==> src/rtl/dds_cmd_pkg.sv <==
package dds_cmd_pkg;
  localparam int FRAME_BITS = 16;
  localparam int BYTE_W     = 8;
  localparam int FREQ_W     = 32;
  localparam int PHASE_W    = 12;
  localparam int NUM_FREQ   = 2;
  localparam int NUM_PHASE  = 4;

  localparam logic [3:0] OP_PH_COMMIT = 4'h0;
  localparam logic [3:0] OP_PH_STAGE  = 4'h1;
  localparam logic [3:0] OP_FR_COMMIT = 4'h2;
  localparam logic [3:0] OP_FR_STAGE  = 4'h3;
  localparam logic [3:0] OP_SELECT    = 4'h6;

  // Strobes passed from the decoder to the register datapath
  typedef struct packed {
    logic        stage;
    logic        freqCommit;
    logic        phaseCommit;
    logic        selWr;
    logic        syncWr;
    logic        pwrWr;
    logic [3:0]  addr;
    logic [7:0]  data;
    logic [4:0]  flags;   // word bits [13:9]
  } ctlStrobe_t;
endpackage

==> src/rtl/dds_serial_rx.sv <==
module dds_serial_rx #(
  parameter int SYNC_STAGES = 2,
  parameter int FRAME_BITS  = 16
) (
  input  logic                  clk,
  input  logic                  rst_n,
  input  logic                  sclk,
  input  logic                  csN,
  input  logic                  mosi,
  output logic                  wordValid,
  output logic [FRAME_BITS-1:0] word
);
  localparam int CNT_W = $clog2(FRAME_BITS + 2);

  logic [SYNC_STAGES-1:0] sclkSync, csSync, mosiSync;
  logic sclkPrev, csPrev;
  logic [CNT_W-1:0] bitCnt;
  logic [FRAME_BITS-1:0] shiftReg;
  logic sclkS, csS, mosiS;

  always_ff @(posedge clk or negedge rst_n) begin
    if (!rst_n) begin
      sclkSync <= '0;
      csSync   <= '1;
      mosiSync <= '0;
    end else begin
      sclkSync <= {sclkSync[SYNC_STAGES-2:0], sclk};
      csSync   <= {csSync[SYNC_STAGES-2:0], csN};
      mosiSync <= {mosiSync[SYNC_STAGES-2:0], mosi};
    end
  end

  assign sclkS = sclkSync[SYNC_STAGES-1];
  assign csS   = csSync[SYNC_STAGES-1];
  assign mosiS = mosiSync[SYNC_STAGES-1];

  always_ff @(posedge clk or negedge rst_n) begin
    if (!rst_n) begin
      sclkPrev  <= 1'b0;
      csPrev    <= 1'b1;
      bitCnt    <= '0;
      shiftReg  <= '0;
      wordValid <= 1'b0;
    end else begin
      sclkPrev  <= sclkS;
      csPrev    <= csS;
      wordValid <= 1'b0;
      if (csS) begin
        if (!csPrev && bitCnt == CNT_W'(FRAME_BITS)) wordValid <= 1'b1;
        bitCnt <= '0;
      end else if (sclkS && !sclkPrev) begin
        shiftReg <= {shiftReg[FRAME_BITS-2:0], mosiS};
        if (bitCnt != '1) bitCnt <= bitCnt + 1'b1;
      end
    end
  end

  assign word = shiftReg;
endmodule

==> src/rtl/dds_cmd_ctrl.sv <==
module dds_cmd_ctrl
  import dds_cmd_pkg::*;
(
  input  logic                  clk,
  input  logic                  rst_n,
  input  logic                  wordValid,
  input  logic [FRAME_BITS-1:0] word,
  output ctlStrobe_t            strobe
);
  ctlStrobe_t nxt;

  always_comb begin
    nxt       = '0;
    nxt.addr  = word[11:8];
    nxt.data  = word[7:0];
    nxt.flags = word[13:9];
    if (wordValid) begin
      case (word[15:12])
        OP_PH_COMMIT:             nxt.phaseCommit = word[11];
        OP_PH_STAGE, OP_FR_STAGE: nxt.stage       = 1'b1;
        OP_FR_COMMIT:             nxt.freqCommit  = !word[11];
        OP_SELECT:                nxt.selWr       = 1'b1;
        4'h8, 4'h9, 4'hA, 4'hB:   nxt.syncWr      = 1'b1;
        4'hC, 4'hD, 4'hE, 4'hF:   nxt.pwrWr       = 1'b1;
        default: ;
      endcase
    end
  end

  always_ff @(posedge clk or negedge rst_n) begin
    if (!rst_n) strobe <= '0;
    else        strobe <= nxt;
  end
endmodule

==> src/rtl/dds_tune_regs.sv <==
module dds_tune_regs
  import dds_cmd_pkg::*;
#(
  parameter int FW = FREQ_W,
  parameter int PW = PHASE_W,
  parameter int NF = NUM_FREQ,
  parameter int NP = NUM_PHASE
) (
  input  logic                   clk,
  input  logic                   rst_n,
  input  ctlStrobe_t             strobe,
  output logic [NF-1:0][FW-1:0]  freqWords,
  output logic [NP-1:0][PW-1:0]  phaseWords,
  output logic                   freqSel,
  output logic [1:0]             phaseSel,
  output logic                   syncFlag,
  output logic                   srcSelFlag,
  output logic                   sleepFlag,
  output logic                   resetFlag,
  output logic                   clearFlag
);
  localparam int HALF_W = FW / 2;

  logic [BYTE_W-1:0]   holdByte;
  logic [2*BYTE_W-1:0] pairVal;

  assign pairVal = {holdByte, strobe.data};

  always_ff @(posedge clk or negedge rst_n) begin
    if (!rst_n)            holdByte <= '0;
    else if (strobe.stage) holdByte <= strobe.data;
  end

  for (genvar f = 0; f < NF; f++) begin : g_freq
    always_ff @(posedge clk or negedge rst_n) begin
      if (!rst_n) freqWords[f] <= '0;
      else if (strobe.freqCommit && strobe.addr[2] == 1'(f)) begin
        if (strobe.addr[1]) freqWords[f][FW-1:HALF_W] <= pairVal;
        else                freqWords[f][HALF_W-1:0]  <= pairVal;
      end
    end
  end

  for (genvar p = 0; p < NP; p++) begin : g_phase
    always_ff @(posedge clk or negedge rst_n) begin
      if (!rst_n) phaseWords[p] <= '0;
      else if (strobe.phaseCommit && strobe.addr[2:1] == 2'(p))
        phaseWords[p] <= pairVal[PW-1:0];
    end
  end

  always_ff @(posedge clk or negedge rst_n) begin
    if (!rst_n) begin
      freqSel    <= 1'b0;
      phaseSel   <= 2'b00;
      syncFlag   <= 1'b0;
      srcSelFlag <= 1'b0;
      sleepFlag  <= 1'b1;
      resetFlag  <= 1'b1;
      clearFlag  <= 1'b1;
    end else begin
      if (strobe.selWr) begin
        freqSel  <= strobe.flags[2];
        phaseSel <= strobe.flags[1:0];
      end
      if (strobe.syncWr) begin
        syncFlag   <= strobe.flags[4];
        srcSelFlag <= strobe.flags[3];
      end
      if (strobe.pwrWr) begin
        sleepFlag <= strobe.flags[4];
        resetFlag <= strobe.flags[3];
        clearFlag <= strobe.flags[2];
      end
    end
  end
endmodule

==> src/rtl/dds_cmd_decoder.sv <==
module dds_cmd_decoder
  import dds_cmd_pkg::*;
#(
  parameter int SYNC_STAGES = 2
) (
  input  logic                                clk,
  input  logic                                rst_n,
  input  logic                                sclk,
  input  logic                                csN,
  input  logic                                mosi,
  output logic [NUM_FREQ-1:0][FREQ_W-1:0]     freqWords,
  output logic [NUM_PHASE-1:0][PHASE_W-1:0]   phaseWords,
  output logic                                freqSel,
  output logic [1:0]                          phaseSel,
  output logic                                syncFlag,
  output logic                                srcSelFlag,
  output logic                                sleepFlag,
  output logic                                resetFlag,
  output logic                                clearFlag
);
  logic                  wordValid;
  logic [FRAME_BITS-1:0] rxWord;
  ctlStrobe_t            ctlStrobe;

  dds_serial_rx #(.SYNC_STAGES(SYNC_STAGES), .FRAME_BITS(FRAME_BITS)) rx_i (
    .clk(clk), .rst_n(rst_n), .sclk(sclk), .csN(csN), .mosi(mosi),
    .wordValid(wordValid), .word(rxWord)
  );

  dds_cmd_ctrl ctrl_i (
    .clk(clk), .rst_n(rst_n), .wordValid(wordValid), .word(rxWord),
    .strobe(ctlStrobe)
  );

  dds_tune_regs regs_i (
    .clk(clk), .rst_n(rst_n), .strobe(ctlStrobe),
    .freqWords(freqWords), .phaseWords(phaseWords),
    .freqSel(freqSel), .phaseSel(phaseSel),
    .syncFlag(syncFlag), .srcSelFlag(srcSelFlag),
    .sleepFlag(sleepFlag), .resetFlag(resetFlag), .clearFlag(clearFlag)
  );
endmodule

==> config.mk <==
export PLATFORM = sky130hd
export DESIGN_NAME = dds_cmd_decoder
export DESIGN_NICKNAME = d
export VERILOG_FILES = /design/src/rtl/dds_cmd_pkg.sv /design/src/rtl/dds_serial_rx.sv /design/src/rtl/dds_cmd_ctrl.sv /design/src/rtl/dds_tune_regs.sv /design/src/rtl/dds_cmd_decoder.sv
export SDC_FILE = /design/constraint.sdc
export NUM_CORES = 1
export LEC_CHECK = 0
export ABC_CLOCK_PERIOD_IN_PS = 2000
export BUFFER_PORTS_ARGS = -buffer_cell sky130_fd_sc_hd__buf_2
export CAP_MARGIN = 40
export CORE_UTILIZATION = 47
export CTS_CLUSTER_SIZE = 30
export DETAILED_ROUTE_END_ITERATION = 12
export PLACE_DENSITY_LB_ADDON = 0.1
export SYNTH_ARGS = -nofsm -noshare
export SYNTH_HDL_FRONTEND = slang
export SYNTH_SLANG_ARGS = --single-unit
==> constraint.sdc <==
create_clock -name clk -period 2 [get_ports clk]
set_input_delay 0.1 -clock clk [delete_from_list [all_inputs] [get_ports clk]]
set_output_delay 0.1 -clock clk [all_outputs]
set_load 0.01 [all_outputs]
==> results.md <==
- Status: finished clean
- Maximum VDD drop: between 0.6 and 0.7 mV
- Top-count cell post-synth: dfrtp_1
- Number of synthesized flops with an enable pin: 0
- Site row count: 42
- Synth top area cells: dfrtp_1 66%, mux2_2 25%, dfstp_2 2.4%
- Layout Skew: approximately 0.0091 ns
- Drt drc: 0
- Cell Area, Synth: 0.006485 sq mm
- CTS Buf Count: 17
- H-Tree Level Count: 4
- Nets: 530
- Placed Area: 0.007378 sq mm
- Core ar.: around 0.013 sq mm
- GP Congestion: between 0.7 and 0.8
- Pwr per Cell Area: approximately 940 mW/mm^2
- Port Buffers: 124
- Drt first pass iters: 4
- GR Util All Layers: 0.1898
- First-pass GRT wire length: 20,150 um
- Leakage: roughly 0.0044 uW
- Root Driver: clkbuf_16
- Die Area: 0.01427 sq mm
- Vias: 3,574
- Number of DRC markers in iteration 0: around 110
- TNS Setup: 0 ns
- Final wirelength: 12,600 um
- Top-area cell type share of the netlist area: 0.6598
- Post-Syn Nets: 384
- Gate Count Post-Synth: about 380
- Async SR Flop Fraction: 1.000
- Max-Cap Viols: 0
- Worst-Margin Slew: around 0.56 ns
- RSZ-0062 raised after global routing: no
- #FFs+latches synth: roughly 180
- Final worst-path cycle share: 0.8823
- Slew HR: 0.6213
- Fmax: approximately 570 MHz
- Clock-pin transition on the worst setup and hold timing paths: roughly 0.06 ns
- Wirelength per Cell: between 15 and 20 um
- Final Util: 0.6015
- Final hold vios: 0
- Mapped Avg Cell Area: 17.25 sq um
- Critical Path End Type: register
- Worst-skew pair later-pin latency: 0.42 ns
- Post-detail-place hpwl: slightly below 9000 um
- IO Count: roughly 130
- # Post-CTS Setup Buffers: 0
- WP data required: around 2.3 ns
- Final Max Tran Viols: 0
- Sink Count: about 180
- Synth area leader: dfrtp_1
- Final setup vio count: 0
- CP Max Fanout: 4
- Vias in the first global route: 3,672
- Synth cell count leaders: 171 x dfrtp_1, 144 x mux2_2, 7 x nor2_1, 6 x buf_2, 6 x dfstp_2
- Pin count of the biggest net entering global routing: 53
- Share of cells above drive strength 1: 0.6093
- Diode count: 0
- Die height: roughly 120 um
- Yosys synthesis warning count: 0
- Critical Path AT: ~2.1 ns
- DIE WIDTH: about 120 um
- Tmin final: between 1.5 and 2 ns
- CTS tree: done
- Initial antenna violation count: 0
- Total global routing overflow: 0
- Post-synth top flop: dfrtp_1
- Unique masters post-synth: 28
- Worst min path class: in -> async
- Vias per cell: 5.027
- Final ANT Viol Nets: 0
- Sequential fraction of the synthesis area: 0.6842
- Filler cells: about 1,100
- Critical path class: reg -> reg
- Bufs on Longest Clock Path: 2
- Design Area, Final: around 0.008 sq mm
- Layout area overhead: 23.81%
- Starting Density: 0.4858
- Crit path launch type: register
==> metrics by stage <==
step	cells	hold WS, ns	setup slack (ns)	power (uW)
after floorplan	376	-0.1956	0.2083	4058
after global placement	675	0.08427	0.3246	4283
after detailed placement	675	0.09438	0.2871	4293
after CTS	711	0.2152	0.2391	7628
after global routing	711	0.2355	0.09580	7832
final	711	0.2067	0.2353	7531
==> state kept, by name, indices dropped and copies added, names as in the netlist, 2 cells and up <==
signal	cells
rx_i.mosiSync	2
regs_i.phaseSel	2
rx_i.bitCnt	5
regs_i.freqWords	64
ctrl_i.strobe	19
regs_i.holdByte	8
regs_i.phaseWords	48
rx_i.word	16
rx_i.sclkSync	2
rx_i.csSync	2
==> cell type report <==
type                            instances  area (sq um)  area share
Sequential cell                       177          4437      0.5526
Multi-Input combinational cell        183          1943      0.2420
Timing Repair Buffer                  140         807.0      0.1005
Clock buffer                           23         508.0     0.06327
Tap cell                              176         220.2     0.02743
Clock inverter                          9         102.6     0.01278
Inverter                                3         11.26    0.001403
==> critical path, cell delays in order (launching register included) <==
cell and delay, ns:
dfrtp_1 0.42, ha_1 0.22, and3_1 0.18, ha_1 0.21, nor3b_2 0.21, buf_4 0.17
mux2i_1 0.18, nor2_1 0.06
==> repair_timing <==
action | in CTS | in global routing
setup endpoints to repair | 0 | 0
hold buffers | 4 | 0
hold endpoints to repair | 51 | 0
resized for setup | 0 | 0
==> metal layers <==
layer | GRT usage | vias to the layer above | share of wire
met5 | 0 | - | 0
met4 | 0.05859 | 0 | 0.013
met3 | 0.06034 | 12 | 0.051
met2 | 0.3024 | 78 | 0.49
met1 | 0.2480 | 1863 | 0.44
li1 | - | 1621 | -
==> kinds of logic (layout without fill, tap and decap cells) <==
| kind of cell | Yosys count | after routing | share of synthesized area |
|---|---|---|---|
| fa+ha+maj | 3 | 3 | 0.005789 |
| flops | 177 | 177 | 0.6842 |
| xor+xnor | 2 | 2 | 0.002702 |
| mux | 146 | 146 | 0.2531 |
| simple gates | 31 | 31 | 0.03724 |
| buf+inv | 16 | 175 | 0.01621 |
| compound gates | 1 | 1 | 0.0007710 |
==> report_power, final <==
part / internal [uW] / total [uW] / switching [uW]
clock: 2030 / 3310 / 1280
sequential: 3740 / 4010 / 271
combinational: 109 / 208 / 99.7
==> worst paths after layout <==
path,slack (ns),cells past startpoint,to,startpoint
worst max register to register,0.24,7,rx_i.bitCnt[4],rx_i.bitCnt[0]
max in group asynchronous,1.14,3,regs_i.freqWords[11],rst_n
min in group clk,0.32,2,rx_i.sclkSync[0],sclk
worst min-delay path,0.21,2,regs_i.phaseWords[37],rst_n
worst min register to register,0.35,0,rx_i.mosiSync[1],rx_i.mosiSync[0]
worst max-delay path,0.24,7,rx_i.bitCnt[4],rx_i.bitCnt[0]
==> layout by cell type (no fill, tap or decap), types with 2 or more instances in the layout <==
| cell type | synthesis | layout |
|---|---|---|
| dfstp_2 | 6 | 6 |
| nor3b_4 | 2 | 2 |
| inv_1 | 3 | 3 |
| nor3b_2 | 2 | 2 |
| buf_12 | 0 | 4 |
| nand3_1 | 2 | 2 |
| clkinv_2 | 0 | 4 |
| ha_1 | 3 | 3 |
| bufinv_16 | 0 | 2 |
| nand3b_2 | 2 | 2 |
| and3_1 | 2 | 2 |
| clkbuf_8 | 0 | 6 |
| nand2_1 | 2 | 2 |
| dlygate4sd3_1 | 0 | 4 |
| mux2_2 | 144 | 144 |
| clkinvlp_4 | 0 | 3 |
| nor4b_1 | 2 | 2 |
| mux2i_1 | 2 | 2 |
| buf_2 | 6 | 123 |
| buf_4 | 2 | 8 |
| clkbuf_16 | 0 | 17 |
| xnor2_1 | 2 | 2 |
| dfrtp_1 | 171 | 171 |
| nor3b_1 | 2 | 2 |
| nand3b_1 | 2 | 2 |
| nor2_1 | 7 | 7 |
No activity file was read; power rests on OpenSTA's default activity.
